### config.mk
export PLATFORM = sky130hd
export DESIGN_NAME = trc_sync_timer
export DESIGN_NICKNAME = d
export VERILOG_FILES = /design/src/rtl/trc_sync_pkg.sv /design/src/rtl/trc_sync_regs.sv /design/src/rtl/trc_sync_cnt.sv /design/src/rtl/trc_sync_timer.sv
export SDC_FILE = /design/constraint.sdc
export NUM_CORES = 1
export LEC_CHECK = 0
export CAP_MARGIN = 25
export CORE_MARGIN = 1.5
export CORE_UTILIZATION = 60
export CTS_BUF_LIST = sky130_fd_sc_hd__clkbuf_8
export CTS_CLUSTER_DIAMETER = 80
export DETAILED_ROUTE_END_ITERATION = 10
export DONT_BUFFER_PORTS = 1
export PLACE_DENSITY = 0.76
export REMOVE_ABC_BUFFERS = 1
export SLEW_MARGIN = 10
export SYNTH_ARGS = -nofsm -noshare
export SYNTH_HDL_FRONTEND = slang
export SYNTH_HIERARCHICAL = 1
export SYNTH_SLANG_ARGS = --single-unit
### constraint.sdc
create_clock -name clk_i -period 2.8 [get_ports clk_i]
set_input_delay 0.42 -clock clk_i [delete_from_list [all_inputs] [get_ports clk_i]]
set_output_delay 0.42 -clock clk_i [all_outputs]
set_load 0.01 [all_outputs]
### src/rtl/trc_sync_pkg.sv
package trc_sync_pkg;
  localparam int unsigned REG_W       = 32;
  localparam logic        ADDR_PERIOD = 1'b0;
  localparam logic        ADDR_STATUS = 1'b1;
  localparam int unsigned FIXED_PERIOD = 1024;
endpackage

### src/rtl/trc_sync_regs.sv
module trc_sync_regs
  import trc_sync_pkg::*;
#(
  parameter int unsigned PERIOD_W   = 12,
  parameter int unsigned FIFO_DEPTH = 16,
  parameter int unsigned LSB_DROP   = 0,
  parameter bit          READ_ONLY  = 1'b0
) (
  input  logic                clk_i,
  input  logic                rst_ni,
  input  logic                reg_wr_i,
  input  logic                reg_addr_i,
  input  logic [REG_W-1:0]    reg_wdata_i,
  output logic [REG_W-1:0]    reg_rdata_o,
  output logic [PERIOD_W-1:0] period_o,
  output logic                restart_o
);
  localparam int unsigned GRAN = 1 << LSB_DROP;
  localparam int unsigned CLAMP_INT = ((FIFO_DEPTH / GRAN) + 1) * GRAN;
  localparam logic [PERIOD_W-1:0] KEEP_MASK = {PERIOD_W{1'b1}} << LSB_DROP;
  localparam logic [PERIOD_W-1:0] CLAMP_VAL = PERIOD_W'(CLAMP_INT);
  localparam logic [PERIOD_W-1:0] RESET_VAL = PERIOD_W'(FIXED_PERIOD) & KEEP_MASK;

  logic [PERIOD_W-1:0] period_q;
  logic                flag_q;
  logic                restart_q;

  // inputs only partly consumed in some builds
  logic unused_in;
  assign unused_in = ^{reg_wdata_i, reg_wr_i, clk_i, rst_ni};

  if (READ_ONLY) begin : g_ro
    assign period_q  = RESET_VAL;
    assign flag_q    = 1'b0;
    assign restart_q = 1'b0;
  end else begin : g_rw
    logic [PERIOD_W-1:0] wr_val;
    logic [PERIOD_W-1:0] wr_eff;
    logic [REG_W-1:0]    wr_ext;
    logic                wr_low;
    logic                wr_per;
    logic                wr_clr;

    always_comb begin
      wr_val = reg_wdata_i[PERIOD_W-1:0] & KEEP_MASK;
      wr_ext = REG_W'(wr_val);
      wr_low = (wr_val != '0) && (wr_ext <= FIFO_DEPTH);
      wr_eff = wr_low ? CLAMP_VAL : wr_val;
      wr_per = reg_wr_i && (reg_addr_i == ADDR_PERIOD);
      wr_clr = reg_wr_i && (reg_addr_i == ADDR_STATUS) && reg_wdata_i[0];
    end

    always_ff @(posedge clk_i or negedge rst_ni) begin
      if (!rst_ni) begin
        period_q  <= RESET_VAL;
        flag_q    <= 1'b0;
        restart_q <= 1'b0;
      end else begin
        restart_q <= wr_per && (period_q == '0) && (wr_eff != '0);
        if (wr_per) period_q <= wr_eff;
        if (wr_per && wr_low) flag_q <= 1'b1;
        else if (wr_clr)      flag_q <= 1'b0;
      end
    end
  end

  always_comb begin
    if (reg_addr_i == ADDR_PERIOD) reg_rdata_o = REG_W'(period_q);
    else                           reg_rdata_o = REG_W'(flag_q);
  end

  assign period_o  = period_q;
  assign restart_o = restart_q;
endmodule

### src/rtl/trc_sync_cnt.sv
module trc_sync_cnt #(
  parameter int unsigned PERIOD_W = 12,
  parameter logic [PERIOD_W-1:0] RESET_CNT = '0
) (
  input  logic                clk_i,
  input  logic                rst_ni,
  input  logic [PERIOD_W-1:0] period_i,
  input  logic                restart_i,
  input  logic                byte_mode_i,
  input  logic                byte_vld_i,
  input  logic                ext_sync_i,
  output logic [PERIOD_W-1:0] cnt_o,
  output logic                sync_req_o
);
  logic [PERIOD_W-1:0] cnt_q;
  logic                sync_q;
  logic                tick;
  logic                active;
  logic                expire;

  always_comb begin
    tick   = byte_mode_i ? byte_vld_i : 1'b1;
    active = (period_i != '0);
    expire = active && tick && (cnt_q == PERIOD_W'(1));
  end

  always_ff @(posedge clk_i or negedge rst_ni) begin
    if (!rst_ni) begin
      cnt_q  <= RESET_CNT;
      sync_q <= 1'b0;
    end else begin
      sync_q <= expire;
      // expiry, external request and restart share one reload
      if (expire || ext_sync_i || restart_i) cnt_q <= period_i;
      else if (tick && active && (cnt_q != '0)) cnt_q <= cnt_q - 1'b1;
    end
  end

  assign cnt_o      = cnt_q;
  assign sync_req_o = sync_q;
endmodule

### src/rtl/trc_sync_timer.sv
module trc_sync_timer
  import trc_sync_pkg::*;
#(
  parameter int unsigned PERIOD_W   = 12,
  parameter int unsigned FIFO_DEPTH = 16,
  parameter int unsigned LSB_DROP   = 0,
  parameter bit          READ_ONLY  = 1'b0
) (
  input  logic        clk_i,
  input  logic        rst_ni,
  input  logic        reg_wr_i,
  input  logic        reg_addr_i,
  input  logic [31:0] reg_wdata_i,
  output logic [31:0] reg_rdata_o,
  input  logic        byte_mode_i,
  input  logic        byte_vld_i,
  input  logic        ext_sync_i,
  output logic        sync_req_o
);
  localparam logic [PERIOD_W-1:0] KEEP_MASK = {PERIOD_W{1'b1}} << LSB_DROP;
  localparam logic [PERIOD_W-1:0] RESET_CNT = PERIOD_W'(FIXED_PERIOD) & KEEP_MASK;

  logic [PERIOD_W-1:0] period_w;
  logic [PERIOD_W-1:0] cnt_w;
  logic                restart_w;

  trc_sync_regs #(
    .PERIOD_W  (PERIOD_W),
    .FIFO_DEPTH(FIFO_DEPTH),
    .LSB_DROP  (LSB_DROP),
    .READ_ONLY (READ_ONLY)
  ) u_regs (
    .clk_i      (clk_i),
    .rst_ni     (rst_ni),
    .reg_wr_i   (reg_wr_i),
    .reg_addr_i (reg_addr_i),
    .reg_wdata_i(reg_wdata_i),
    .reg_rdata_o(reg_rdata_o),
    .period_o   (period_w),
    .restart_o  (restart_w)
  );

  trc_sync_cnt #(
    .PERIOD_W (PERIOD_W),
    .RESET_CNT(RESET_CNT)
  ) u_cnt (
    .clk_i      (clk_i),
    .rst_ni     (rst_ni),
    .period_i   (period_w),
    .restart_i  (restart_w),
    .byte_mode_i(byte_mode_i),
    .byte_vld_i (byte_vld_i),
    .ext_sync_i (ext_sync_i),
    .cnt_o      (cnt_w),
    .sync_req_o (sync_req_o)
  );
endmodule

==> impl_metrics.json <==
{
  "leakage_nw": 0.770,
  "drive_above_1_share_pct": 8.72,
  "insertion_delay_ps": 270,
  "synth_cell_types": 42,
  "yosys_warnings": 6,
  "clk_pin_slew_ps": 90,
  "cp.arrival_ps": 2450,
  "finalNonFillerCells": 226,
  "ant_nets": 0,
  "hold_viol": 0,
  "synth_area_sq_um": 1740,
  "critPathLaunch": "u_regs/period_o[10]$_DFFE_PN1P_",
  "critical_path.endpoint": "u_cnt/cnt_o[10]$_DFFE_PN1P_",
  "cp_max_fo": 8,
  "rr_endpoint": "u_cnt/cnt_o[10]$_DFFE_PN1P_",
  "dr.pass1.iters": 4,
  "final_area_sq_um": 1730,
  "hold_path_class": "input pin to flip-flop",
  "placedCellCount": 219,
  "required_ps": 3010,
  "io_buffer_count": 0,
  "cts_tree": "built",
  "grt_pass1_vias": 1298,
  "viasPerCell": 6.34,
  "synthTopCellsByArea": "dfrtp_1, buf_4, nand2_1, nor2b_1, dfstp_2",
  "min_period_ps": 2240,
  "row_count": 19,
  "max-clock-path-buffers": 2,
  "final_util_pct": 62.7,
  "postCtsSetupRepairBufs": 0,
  "vias": 1433,
  "core-area_sq_um": 2760,
  "grt.total_usage_pct": 24.7,
  "area_growth_pct": -0.647,
  "initial_utilization_pct": 63.1,
  "drcViolationCount": 0,
  "synth-seq-cells": 27,
  "tightest_slew_ps": 638,
  "grt_max_degree": 28,
  "synth_cells": 197,
  "power_density_nw_per_um2": 584,
  "clock-sinks": 27,
  "status": "complete, no violations",
  "r2r_slack_ps": 560,
  "synth_top_area_share_pct": 35.9,
  "htree_num_levels": 1,
  "critPathCaptureType": "flip-flop",
  "rr_worst_depth": 5,
  "place_hpwl_microns": 2730,
  "placed_area_sq_um": 1650,
  "relSlewSlack_pct": 57.5,
  "ys.flop_type": "dfrtp_1",
  "setup_viol": 0,
  "fmax_mhz": 447,
  "timing.final.crit_share_pct": 79.8,
  "drt-initial-drc-count": 71,
  "fin_setup_tns_ps": 0,
  "globalplace.congestion": 0.835,
  "synth-async-reset-ratio_pct": 100,
  "drt-total-wl_microns": 3720,
  "cap_violations": 0,
  "io-pin-count": 72,
  "synth_edf_count": 0,
  "avgRoutedWirePerCell_microns": 16.4,
  "r2r_start": "u_regs/period_o[10]$_DFFE_PN1P_",
  "rsz0062_at_grt": "no",
  "cts-root-buf": "clkbuf_8",
  "seq_area_frac_synth_pct": 39.0,
  "die_area_sq_um": 3230,
  "synth_largest_area_cell": "dfrtp_1",
  "finClkSkew_ps": 1.35,
  "antenna_found_initial": 0,
  "fin_nets": 238,
  "grt_pass1_wl_microns": 6180,
  "crit_type": "flip-flop to flip-flop",
  "ctsResizeCount": 0,
  "antenna_cells": 0,
  "ir_drop_mv": 0.425,
  "overflow": 0,
  "die_x_microns": 56.9,
  "die_y_microns": 56.9,
  "avgSynthCellArea_sq_um": 8.83,
  "numCtsBuffers": 3,
  "cp-start-kind": "flip-flop",
  "slew_viol_final": 0,
  "cts_hold_buf": 2
}
metrics by stage:
stage	setup WS [ps]	power, W	hold WS, ps
final	564	0.00101	223
after global routing	431	0.00108	226
after CTS	579	0.00101	222
after detailed placement	603	0.000783	125
after global placement	682	0.000771	125
after floorplan	946	0.000721	124
worst max-delay path, stage by stage (launching register included):
cell and delay (ps):
dfstp_2 600, nor4_1 60, a32oi_1 560, nand3_1 420, or3_1 450, nand3_1 90
flip-flops by register name, summed over array words and instances (netlist names):
register          cells
u_cnt/sync_req_o      1
u_regs/restart_o      1
u_regs/period_o      12
u_cnt/cnt_o          12
u_regs/flag_q         1
cell families (layout without fill, tap and decap cells):
group           after synthesis  in the layout  synth area share (%)
mux                           1              1                 0.647
xor+xnor                      2              2                  1.01
other cells                   1             20                 0.215
fa+ha+maj                     3              3                  2.16
compound gates               35             35                  14.4
flops                        27             27                  39.0
simple gates                 97             97                  30.2
buf+inv                      31             10                  12.4
power breakdown:
group	internal [W]	switching [W]	leakage, nW
registers	0.000454	0.0000861	0.333
clock network	0.0000983	0.000118	0.0269
logic	0.0000988	0.000155	0.410
total	0.000651	0.000359	0.770
layout by cell type (no fill, tap or decap), drive strengths merged:
cell type	netlist	final
a21boi	1	1
a21oi	7	7
a221o	3	3
a22o	1	1
a22oi	6	6
a311o	1	1
a32oi	4	4
and2	1	1
and3	3	3
buf	25	2
clkbuf	3	3
conb	1	20
dfrtp	25	25
dfstp	2	2
dlygate4sd3	0	1
ha	3	3
inv	3	4
mux2	1	1
nand2	35	35
nand2b	1	1
nand3	10	10
nand4	4	4
nor2	8	8
nor2b	13	13
nor3	5	5
nor4	9	9
o2111ai	1	1
o21a	1	1
o21ai	7	7
o21bai	1	1
o311ai	1	1
o31ai	1	1
or3	4	4
or4	4	4
xor2	2	2
layer usage:
| metal | routed length (microns) | part of all wire, % | global-route usage [%] | vias to the layer above |
|---|---|---|---|---|
| met5 | 0 | 0 | 0 | - |
| met4 | 47 | 1.3 | 6.98 | 0 |
| met3 | 343 | 9.2 | 5.53 | 6 |
| met2 | 1800 | 48 | 40.2 | 63 |
| met1 | 1530 | 41 | 33.2 | 704 |
| li1 | - | - | - | 660 |
cell usage after synthesis, types with 2 or more instances:
cell type and n:
nor2b_1 13, a221o_1 3, a32oi_1 4, nand4_1 4
nor4_1 7, a22oi_1 6, inv_1 3, dfstp_2 2
nand2_1 35, dfrtp_1 25, o21ai_0 4, ha_1 3
or3_1 4, buf_4 20, or4_4 3, nor3_1 4
clkbuf_1 3, nand3_1 10, a21oi_1 7, nor2_1 8
xor2_1 2, buf_6 3, o21ai_1 3, and3_1 3
worst min path at each step:
stage / depth (start not counted) / startpoint / end
floorplan: 0 / rst_ni / u_cnt/cnt_o[0]$_DFFE_PN0P_
global placement: 0 / rst_ni / u_cnt/cnt_o[4]$_DFFE_PN0P_
detailed placement: 0 / rst_ni / u_cnt/sync_req_o$_DFF_PN0_
CTS: 2 / reg_wdata_i[10] / u_regs/period_o[10]$_DFFE_PN1P_
global route: 2 / reg_wdata_i[10] / u_regs/period_o[10]$_DFFE_PN1P_
finish: 2 / reg_wdata_i[10] / u_regs/period_o[10]$_DFFE_PN1P_
final cells by class:
| type | count | area (sq um) |
|---|---|---|
| Sequential cell | 27 | 678 |
| Clock inverter | 1 | 3.75 |
| Fill cell | 239 | 1030 |
| Timing Repair Buffer | 3 | 37.5 |
| Clock buffer | 3 | 41.3 |
| Inverter | 3 | 11.3 |
| Multi-Input combinational cell | 158 | 918 |
| Tap cell | 31 | 38.8 |
No activity file was read; power rests on OpenSTA's default activity.
